### src/rtl/i2ct_pkg.sv
package i2ct_pkg;

    localparam int BYTE_W = 8;
    localparam int ADDR_W = BYTE_W - 1;
    localparam int CNT_W  = $clog2(BYTE_W + 1);

    typedef logic [BYTE_W-1:0] byte_t;
    typedef logic [ADDR_W-1:0] addr_t;
    typedef logic [CNT_W-1:0]  bitcnt_t;

    typedef enum logic [2:0] {
        ST_IDLE,
        ST_ADDR,
        ST_AACK,
        ST_RX,
        ST_RACK,
        ST_TX,
        ST_TACK,
        ST_SKIP
    } eng_state_e;

    typedef struct packed {
        logic scl;
        logic sda;
        logic start;
        logic stop;
        logic rise;
        logic fall;
    } line_ev_t;

    function automatic logic addr_is_ours(byte_t b, addr_t own);
        return b[BYTE_W-1:1] == own;
    endfunction

    function automatic bitcnt_t full_count();
        return CNT_W'(BYTE_W);
    endfunction

endpackage

### src/rtl/i2ct_line_events.sv
module i2ct_line_events
    import i2ct_pkg::*;
(
    input  logic     clk,
    input  logic     rst,
    input  logic     scl_i,
    input  logic     sda_i,
    output line_ev_t ev
);

    logic scl_q;
    logic sda_q;

    always_ff @(posedge clk) begin
        if (rst) begin
            scl_q <= 1'b1;
            sda_q <= 1'b1;
        end else begin
            scl_q <= scl_i;
            sda_q <= sda_i;
        end
    end

    always_comb begin
        ev.scl   = scl_i;
        ev.sda   = sda_i;
        ev.start = scl_i & scl_q & sda_q & ~sda_i;
        ev.stop  = scl_i & scl_q & ~sda_q & sda_i;
        ev.rise  = scl_i & ~scl_q;
        ev.fall  = ~scl_i & scl_q;
    end

endmodule

### src/rtl/i2ct_nack_req.sv
module i2ct_nack_req (
    input  logic clk,
    input  logic rst,
    input  logic en,
    input  logic host_set,
    input  logic bus_stop,
    input  logic addr_match,
    input  logic nack_done,
    output logic pend
);

    always_ff @(posedge clk) begin
        if (rst) begin
            pend <= 1'b0;
        end else if (!en || bus_stop || addr_match || nack_done) begin
            pend <= 1'b0;
        end else if (host_set) begin
            pend <= 1'b1;
        end
    end

    // the automatic clear conditions always win
    a_r4_nack_autoclear: assert property (@(posedge clk) disable iff (rst)
        (!en || bus_stop || addr_match) |=> !pend);

    // only the host can raise the request
    a_r3_nack_host_only: assert property (@(posedge clk) disable iff (rst)
        $rose(pend) |-> $past(host_set));

    // a completed refusal removes the request
    a_r3_nack_one_shot: assert property (@(posedge clk) disable iff (rst)
        nack_done |=> !pend);

endmodule

### src/rtl/i2ct_status.sv
module i2ct_status
    import i2ct_pkg::*;
(
    input  logic  clk,
    input  logic  rst,
    input  logic  en,
    input  logic  host_addr_clr,
    input  logic  host_rx_rd,
    input  logic  host_tx_wr,
    input  byte_t host_tx_byte,
    input  logic  ev_match,
    input  logic  ev_rx,
    input  byte_t ev_rx_byte,
    input  logic  ev_load,
    output byte_t rx_byte,
    output logic  addr_hit,
    output logic  rx_full,
    output logic  tx_empty,
    output byte_t tx_buf,
    output logic  tx_valid
);

    always_ff @(posedge clk) begin
        if (rst || !en) begin
            rx_byte  <= '0;
            addr_hit <= 1'b0;
            rx_full  <= 1'b0;
            tx_empty <= 1'b0;
            tx_buf   <= '0;
            tx_valid <= 1'b0;
        end else begin
            if (ev_match) begin
                addr_hit <= 1'b1;
            end else if (host_addr_clr) begin
                addr_hit <= 1'b0;
            end

            if (ev_rx) begin
                rx_byte <= ev_rx_byte;
                rx_full <= 1'b1;
            end else if (host_rx_rd) begin
                rx_full <= 1'b0;
            end

            if (host_tx_wr) begin
                tx_buf   <= host_tx_byte;
                tx_valid <= 1'b1;
                tx_empty <= 1'b0;
            end else if (ev_load) begin
                tx_valid <= 1'b0;
                tx_empty <= 1'b1;
            end
        end
    end

    // a finished byte always leaves the full flag set
    a_r12_rx_full_set: assert property (@(posedge clk) disable iff (rst)
        (en && ev_rx) |=> rx_full);

    // a buffer load by the host always clears the empty flag
    a_r10_tx_wr_clears: assert property (@(posedge clk) disable iff (rst)
        (en && host_tx_wr) |=> (!tx_empty && tx_valid));

endmodule

### src/rtl/i2ct_engine.sv
module i2ct_engine
    import i2ct_pkg::*;
(
    input  logic     clk,
    input  logic     rst,
    input  logic     en,
    input  addr_t    own_addr,
    input  line_ev_t ev,
    input  logic     nack_pend,
    input  byte_t    tx_buf,
    input  logic     tx_valid,
    output logic     sda_oe,
    output logic     busy,
    output logic     read_dir,
    output logic     ev_match,
    output logic     ev_rx,
    output byte_t    rx_data,
    output logic     ev_load,
    output logic     nack_done
);

    eng_state_e state;
    bitcnt_t    cnt;
    byte_t      sh;
    logic       m_ack;
    logic       refused;
    byte_t      load_val;
    logic       byte_done;

    assign load_val  = tx_valid ? tx_buf : '1;
    assign byte_done = ev.fall && (cnt == full_count());
    assign rx_data   = sh;

    always_comb begin
        ev_match  = en && (state == ST_ADDR) && byte_done && addr_is_ours(sh, own_addr);
        ev_rx     = en && (state == ST_RX) && byte_done;
        ev_load   = en && ev.fall &&
                    (((state == ST_AACK) && read_dir) || ((state == ST_TACK) && m_ack));
        nack_done = en && (state == ST_RACK) && ev.fall && refused;
    end

    always_ff @(posedge clk) begin
        if (rst || !en) begin
            state    <= ST_IDLE;
            cnt      <= '0;
            sh       <= '0;
            busy     <= 1'b0;
            read_dir <= 1'b0;
            sda_oe   <= 1'b0;
            m_ack    <= 1'b0;
            refused  <= 1'b0;
        end else if (ev.start) begin
            state  <= ST_ADDR;
            cnt    <= '0;
            busy   <= 1'b1;
            sda_oe <= 1'b0;
        end else if (ev.stop) begin
            state  <= ST_IDLE;
            busy   <= 1'b0;
            sda_oe <= 1'b0;
        end else begin
            unique case (state)
                ST_ADDR, ST_RX: begin
                    if (ev.rise && (cnt < full_count())) begin
                        sh  <= {sh[BYTE_W-2:0], ev.sda};
                        cnt <= cnt + 1'b1;
                    end else if (byte_done) begin
                        if (state == ST_ADDR) begin
                            if (addr_is_ours(sh, own_addr)) begin
                                sda_oe   <= 1'b1;
                                read_dir <= sh[0];
                                state    <= ST_AACK;
                            end else begin
                                state <= ST_SKIP;
                            end
                        end else begin
                            sda_oe  <= !nack_pend;
                            refused <= nack_pend;
                            state   <= ST_RACK;
                        end
                    end
                end
                ST_AACK: begin
                    if (ev.fall) begin
                        cnt <= '0;
                        if (read_dir) begin
                            sh     <= load_val;
                            sda_oe <= !load_val[BYTE_W-1];
                            state  <= ST_TX;
                        end else begin
                            sda_oe <= 1'b0;
                            state  <= ST_RX;
                        end
                    end
                end
                ST_RACK: begin
                    if (ev.fall) begin
                        sda_oe  <= 1'b0;
                        refused <= 1'b0;
                        cnt     <= '0;
                        state   <= ST_RX;
                    end
                end
                ST_TX: begin
                    if (ev.rise && (cnt < full_count())) begin
                        cnt <= cnt + 1'b1;
                    end else if (ev.fall) begin
                        if (cnt == full_count()) begin
                            sda_oe <= 1'b0;
                            state  <= ST_TACK;
                        end else begin
                            sh     <= {sh[BYTE_W-2:0], 1'b1};
                            sda_oe <= !sh[BYTE_W-2];
                        end
                    end
                end
                ST_TACK: begin
                    if (ev.rise) begin
                        m_ack <= !ev.sda;
                    end else if (ev.fall) begin
                        if (m_ack) begin
                            cnt    <= '0;
                            sh     <= load_val;
                            sda_oe <= !load_val[BYTE_W-1];
                            state  <= ST_TX;
                        end else begin
                            state <= ST_SKIP;
                        end
                    end
                end
                default: ;
            endcase
        end
    end

    // the SDA driver only moves while SCL is low
    a_r8_drive_only_scl_low: assert property (@(posedge clk) disable iff (rst)
        ((sda_oe != $past(sda_oe)) && $past(en)) |-> !ev.scl);

    // busy survives everything except STOP and disable
    a_r6_busy_holds: assert property (@(posedge clk) disable iff (rst)
        (busy && en && !ev.stop) |=> busy);

    // no pending reject means the ninth clock is pulled low
    a_r1_ack_driven: assert property (@(posedge clk) disable iff (rst)
        (ev_rx && !nack_pend) |=> sda_oe);

    // a pending reject leaves the ninth clock released
    a_r2_nack_released: assert property (@(posedge clk) disable iff (rst)
        (ev_rx && nack_pend) |=> !sda_oe);

    // while ignoring the bus, SDA is never pulled
    a_r11_skip_silent: assert property (@(posedge clk) disable iff (rst)
        (state == ST_SKIP) |-> !sda_oe);

endmodule

### src/rtl/i2ct_target.sv
module i2ct_target
    import i2ct_pkg::*;
(
    input  logic       clk,
    input  logic       rst,
    input  logic       en,
    input  logic [6:0] own_addr,
    input  logic       nack_set,
    input  logic       addr_clr,
    input  logic       rx_rd,
    input  logic       tx_wr,
    input  logic [7:0] tx_byte,
    input  logic       scl_i,
    input  logic       sda_i,
    output logic       sda_drive_low,
    output logic [7:0] rx_byte,
    output logic       addr_hit,
    output logic       rx_full,
    output logic       tx_empty,
    output logic       busy,
    output logic       nack_pend,
    output logic       read_dir
);

    line_ev_t ev;
    logic     ev_match;
    logic     ev_rx;
    logic     ev_load;
    logic     nack_done;
    byte_t    rx_data;
    byte_t    tx_buf;
    logic     tx_valid;

    i2ct_line_events u_lines (
        .clk   (clk),
        .rst   (rst),
        .scl_i (scl_i),
        .sda_i (sda_i),
        .ev    (ev)
    );

    i2ct_engine u_engine (
        .clk       (clk),
        .rst       (rst),
        .en        (en),
        .own_addr  (own_addr),
        .ev        (ev),
        .nack_pend (nack_pend),
        .tx_buf    (tx_buf),
        .tx_valid  (tx_valid),
        .sda_oe    (sda_drive_low),
        .busy      (busy),
        .read_dir  (read_dir),
        .ev_match  (ev_match),
        .ev_rx     (ev_rx),
        .rx_data   (rx_data),
        .ev_load   (ev_load),
        .nack_done (nack_done)
    );

    i2ct_nack_req u_nack (
        .clk        (clk),
        .rst        (rst),
        .en         (en),
        .host_set   (nack_set),
        .bus_stop   (ev.stop),
        .addr_match (ev_match),
        .nack_done  (nack_done),
        .pend       (nack_pend)
    );

    i2ct_status u_status (
        .clk           (clk),
        .rst           (rst),
        .en            (en),
        .host_addr_clr (addr_clr),
        .host_rx_rd    (rx_rd),
        .host_tx_wr    (tx_wr),
        .host_tx_byte  (tx_byte),
        .ev_match      (ev_match),
        .ev_rx         (ev_rx),
        .ev_rx_byte    (rx_data),
        .ev_load       (ev_load),
        .rx_byte       (rx_byte),
        .addr_hit      (addr_hit),
        .rx_full       (rx_full),
        .tx_empty      (tx_empty),
        .tx_buf        (tx_buf),
        .tx_valid      (tx_valid)
    );

    // one cycle of disable leaves everything idle and released
    a_r7_disable_clears: assert property (@(posedge clk) disable iff (rst)
        !en |=> (!busy && !sda_drive_low && !addr_hit && !rx_full &&
                 !tx_empty && !nack_pend));

endmodule

### config.mk
export PLATFORM = sky130hd
export DESIGN_NAME = i2ct_target
export DESIGN_NICKNAME = d
export VERILOG_FILES = /design/src/rtl/i2ct_pkg.sv /design/src/rtl/i2ct_line_events.sv /design/src/rtl/i2ct_nack_req.sv /design/src/rtl/i2ct_status.sv /design/src/rtl/i2ct_engine.sv /design/src/rtl/i2ct_target.sv
export SDC_FILE = /design/constraint.sdc
export NUM_CORES = 1
export LEC_CHECK = 0
export BUFFER_PORTS_ARGS = -buffer_cell sky130_fd_sc_hd__buf_4
export CAP_MARGIN = 20
export CORE_MARGIN = 10
export CORE_UTILIZATION = 58
export CTS_BUF_LIST = sky130_fd_sc_hd__clkbuf_8
export DETAILED_ROUTE_END_ITERATION = 12
export PLACE_DENSITY_LB_ADDON = 0.3
export SETUP_SLACK_MARGIN = 0.5
export SLEW_MARGIN = 10
export SYNTH_ARGS = -nofsm -noshare
export SYNTH_HDL_FRONTEND = slang
export SYNTH_SLANG_ARGS = --single-unit
### constraint.sdc
create_clock -name clk -period 2.2 [get_ports clk]
set_clock_uncertainty 0.05 [all_clocks]
set_input_delay 0.22 -clock clk [delete_from_list [all_inputs] [get_ports clk]]
set_output_delay 0.22 -clock clk [all_outputs]
set_load 0.02 [all_outputs]
# After elaboration in Yosys (flattened, before gate mapping)
# Cells that the tools add are included.
# word_totals
output_inout_bits	15
reg_bits	43
in_bits	24
elab_cells	175
# classes
eq_ne	34
reduce_logical	48
order_cmp	1
n_bitwise	14
mux	59
addsub	1
# op_table
cell	count
$mux 8	10
$mux 3	12
$pmux 8 s4	1
$mux 1	26
$ne 4x2->1 const B	6
$ne 2x1->1 const B	11
$reduce_and 7->1	3
$mux 4	5
$reduce_and 10->1	2
$pmux 3 s5	1
$logic_and 1x1->1	14
$ne 4x3->1 const B	3
$pmux 4 s3	1
$reduce_and 12->1	1
$reduce_and 11->1	1
$ne 2x2->1 const B	5
$reduce_bool 2->1	5
$reduce_or 2->1	5
$eq 3x3->1 const B	3
$and 1x1->1	7
$eq 7x7->1	1
$not 1->1	7
$reduce_bool 7->1	1
$eq 3x2->1 const B	2
other kinds (15)	24

# Depth between registers and ports, before layout
# logic_depth
ltp_word	8
ltp_mapped	8
depth_no_buf	7

# By module
# A second synthesis with hierarchy kept.
# hier_totals
cells_unflattened	269
area_unflattened_um2	2388.5
# modules_own_cells
module	cells_per_inst	area_each_um2	seq_area_each_um2	n_inst
i2ct_engine	187	1508.9	400.4	1
i2ct_status	68	735.7	400.4	1
i2ct_line_events	10	100.1	40.0	1
i2ct_nack_req	4	43.8	20.0	1

# Worst setup path after synthesis
# No wires, ideal clock.
# synth_path
path_kind	register to register
start	register u_lines.scl_q
end	register u_engine.sh[1], in the netlist u_engine.rx_data[1]
stages_incl_launch_ff	7
arrival_ns	1.831
setup_slack_ns	0.202
required_time_ns	2.033
synth_period_minus_slack_ns	1.998
path_cell_list	dfxtp_1 buf_2 or3b_4 o211a_1 nor4_4 mux2i_1 nor2_1
# synth_between
elab_chain_cells	5
# synth_rtl
item	line_no	text
start, declared	i2ct_line_events.sv:11	logic scl_q;
start signal, assigned	i2ct_line_events.sv:19	scl_q <= scl_i;
$not 1->1 or $and 1x1->1 (tied branches)	i2ct_line_events.sv:29, i2ct_line_events.sv:27, i2ct_line_events.sv:28	
$and 1x1->1, on equally long branches	i2ct_line_events.sv:29, i2ct_line_events.sv:27, i2ct_line_events.sv:28	
$logic_and 1x1->1, or another cell as far along	i2ct_engine.sv:64, i2ct_engine.sv:105	
$ne 2x2->1 (no line), or another cell as far along	--	
$reduce_and 12->1 (no line) *	--	
end signal, assigned	i2ct_engine.sv:65	sh <= {sh[BYTE_W-2:0], ev.sda};
end signal, assigned	i2ct_engine.sv:112	sh <= {sh[BYTE_W-2:0], 1'b1};
end signal, assigned	i2ct_engine.sv:123	sh <= load_val;
end, declared	i2ct_engine.sv:24	byte_t sh;
# Mark *: on every way between the ends. The rest lies on a longest branch, timed or not.
# A chain may end at the register's enable or synchronous reset.

# Final worst setup path
# layout_path
start	register u_engine.cnt[1]
end	register u_engine.refused
# layout_between
elab_chain_cells	4
# layout_rtl
item	line_no	text
start, declared	i2ct_engine.sv:23	bitcnt_t cnt;
start signal, assigned	i2ct_engine.sv:66	cnt <= cnt + 1'b1;
start signal, assigned	i2ct_engine.sv:106	cnt <= cnt + 1'b1;
$lt 4x4->1 or $eq 4x4->1 (tied branches)	i2ct_engine.sv:64, i2ct_engine.sv:31	
$logic_and 1x1->1, on equally long branches	i2ct_engine.sv:64, i2ct_engine.sv:31	
$ne 2x2->1 (no line) or $ne 2x1->1 (tied branches)	--	
$reduce_and 7->1 (no line) *	--	
end signal, assigned	i2ct_engine.sv:78	refused <= nack_pend;
end, declared	i2ct_engine.sv:26	logic refused;
# Marked as above.

==> metrics.txt <==
antenna-violating nets left=0; Max transition margin=66.01%; Cell Area, Placed=0.002614 sq mm; TritonCTS clock tree=built; Reg area=882.1 sq um; vias in the first global route=2,005; Setup TNS=0 ps; Core ar.=0.003716 sq mm; crit path from=u_engine.cnt[1]; P_leak=1.223 nW; Ant. Diodes=0; routed vias/inst=5.976; multi-input logic area=0.001361 sq mm; Clock Tree Root=clkbuf_8; Worst Hold Class=input port to flop; cell family with most CP delay=compound AO/OA/AOI/OAI gates; DIE WIDTH=82.45 microns; register area share after synthesis=38.05%; Post-Layout Cell Count=374; routed via count=2,235; global-route usage over all layers=16.89%; Synth Area in Compound Gates=17.09%; GR Overflow Total=0; antenna violations before repair=0; outcome=complete, no violations; fin util=80.34%; worst slew pin tran=508.8 ps; syn nets=290; crit path DAT=1960 ps; Hold Path Stages=2; max-cap viol count=0; H-tree Lvls=2; Synth Warn #=0; main combinational cell family by area after synthesis=simple AND/OR/NAND/NOR gates; CP Capture Type=flop; Worst IR Drop VDD=0.0006755 V; critical setup path kind=flop to flop; peak per-stage delay on the critical path=380 ps; area leader, netlist=dfxtp_1; dominant cells by area after synthesis=dfxtp_1 (38%), mux2i_1 (12%), nor2_1 (7.1%); reg2reg path depth=8; global-route wire length before repair=9.156 mm; Worst Setup Slack post-DPL=194.4 ps; Nets=351; Final Instance Area=0.002985 sq mm; routability cong.=0.8900; Hold Buf Count CTS=0; DRC viols=0; TritonRoute pass-1 iters=5; # IOs=39; Starting Density=60.88%; drt wl/cell=16.89 microns; largest net degree at the start of global routing=22; synthesized flop and latch total=43; Detailed Route Iter0 Violations=279; layout cells sized above 1=35.28%; CTS Buf Count=5; RSZ-0062 raised after global routing=yes; Max Slew Vio Count=0; num rows=22; post-synthesis async set-or-reset flop share=0%; setup violators final=0; Final Critical Period=1832 ps; fmax=0.5458 GHz; insertion delay to the later sink of the worst-skew pair=290 ps; Worst Path Buf+Inv=2; Power Density=480.2 mW/mm^2; Critical Path RT=2330 ps; Synth Instances=264; Area Growth Syn to Fin=31.97%; reg-to-reg startpoint=u_engine.cnt[1]; period utilization=83.27%; HP Start=rst; Clock transition at path regs=80 ps; crit-path cells=inv_2 > ha_4 > and3b_2 > nand2_2 > buf_4 > a2111oi_2 > mux2i_1 > nor2_1; xor and xnor area share after synthesis=3.097%; count of cell types in the netlist=53; final setup margin=368.0 ps; CP max FO=2; Final Power=1.434 mW; simple-gate share of the synthesized area=22.29%; Cells after DPL=343; fill cell count=250; ys flop type=dfxtp_1; adder-cell share of the synthesized area=1.106%; total routed wirelength=6.316 mm; Post-Syn Area=0.002262 sq mm; Clock Path Buffers=2; Critical Path Start Type=flop; Post-DP HPWL=4.165 mm; area of the die=0.006798 sq mm; Mean Syn Cell Area=8.569 sq um; EDFF count, synth=0; Max stage delay cell, worst path=a2111oi_2; top cell type's share of synthesized area=38.05%; mux contribution to synthesized area=12.44%; clock sinks=43; Fin. Hold Viols=0; die height=82.45 microns; cell depth of the worst setup path=8; Hold Slack=97.45 ps; # port buffers=38
## power breakdown
| part | switching [mW] | internal, mW | total [mW] | leakage (nW) |
|---|---|---|---|---|
| combinational | 0.0870 | 0.0866 | 0.174 | 0.819 |
| clock | 0.250 | 0.214 | 0.464 | 0.0505 |
| sequential | 0.0120 | 0.784 | 0.796 | 0.353 |
| total | 0.349 | 1.08 | 1.43 | 1.22 |
## path summary, 6_finish.rpt
path,to,slack (ps)
min,u_lines.scl_q,100
min reg2reg,u_status.tx_empty,420
max reg2reg,u_engine.refused,370
max,u_engine.refused,370
## sequential cells by signal, summed over array words and instances (netlist names)
signal             count
u_engine.rx_data       8
u_status.rx_byte       8
u_status.tx_buf        8
u_engine.cnt           4
u_engine.state         3
u_engine.busy          1
u_engine.m_ack         1
u_engine.read_dir      1
u_engine.refused       1
u_engine.sda_oe        1
u_lines.scl_q          1
u_lines.sda_q          1
u_nack.pend            1
u_status.addr_hit      1
u_status.rx_full       1
u_status.tx_empty      1
u_status.tx_valid      1
## layout make-up
class | count | area share [%]
timing repair buffer | 71 | 18.52
inverter | 12 | 1.593
multi-input combinational | 192 | 45.60
clock buffer | 5 | 2.305
clock inverter | 3 | 0.4191
tap | 48 | 2.012
sequential | 43 | 29.55
## synth_stat cells (all sizes together), types with 3 or more instances
| library cell | instances |
|---|---|
| clkbuf | 7 |
| dfxtp | 43 |
| xor2 | 4 |
| nor2b | 6 |
| a211oi | 4 |
| nand2 | 8 |
| inv | 12 |
| a31oi | 9 |
| nor4 | 3 |
| nand3b | 3 |
| nand2b | 7 |
| nand3 | 5 |
| nor2 | 43 |
| or2 | 3 |
| xnor2 | 4 |
| buf | 10 |
| mux2i | 27 |
| a21oi | 12 |
| o21ai | 14 |
| a311oi | 3 |
| nor3b | 3 |
## placed cells by master (no fill, tap or decap), drive strengths merged, types with 3 or more instances in the layout
| master | count |
|---|---|
| xnor2 | 4 |
| buf | 71 |
| nor4 | 3 |
| nand2b | 7 |
| nand3b | 3 |
| dfxtp | 43 |
| nand2 | 8 |
| mux2i | 27 |
| a21oi | 12 |
| or2 | 3 |
| a211oi | 4 |
| o21ai | 14 |
| nand3 | 5 |
| clkbuf | 5 |
| xor2 | 4 |
| a31oi | 9 |
| a311oi | 3 |
| nor2 | 43 |
| nor2b | 6 |
| inv | 14 |
| nor3b | 3 |
## worst reg2reg max path, cell delays in order, from the launching register on
cell and delay [ps]:
dfxtp_2 330, inv_2 70, ha_4 130, and3b_2 220, nand2_2 70, buf_4 150, a2111oi_2 380, mux2i_1 260
nor2_1 60
## what timing repair did
item / in CTS / in global routing
endpoints found under the setup margin: 23 / 22
resized for setup: 19 / 20
pin swaps: 8 / 11
cloned: 1 / 1
buffers inserted: 9 / 12
## kinds of logic after synthesis
kind of cell / count (synthesis)
AOI/OAI and AO/OA: 59
adders and majority gates: 2
and+or+nand+nor: 95
DFF: 43
xor gates and xnor gates: 8
muxes: 28
buffers and inverters: 29
## per-layer routing
metal	vias up	global-route usage, %	routed length, microns
li1	1051	-	-
met1	1045	22.29	2812
met2	127	26.67	2876
met3	12	3.888	521
met4	0	5.272	106
met5	-	0	0
Power figures use the tool's default switching activity.
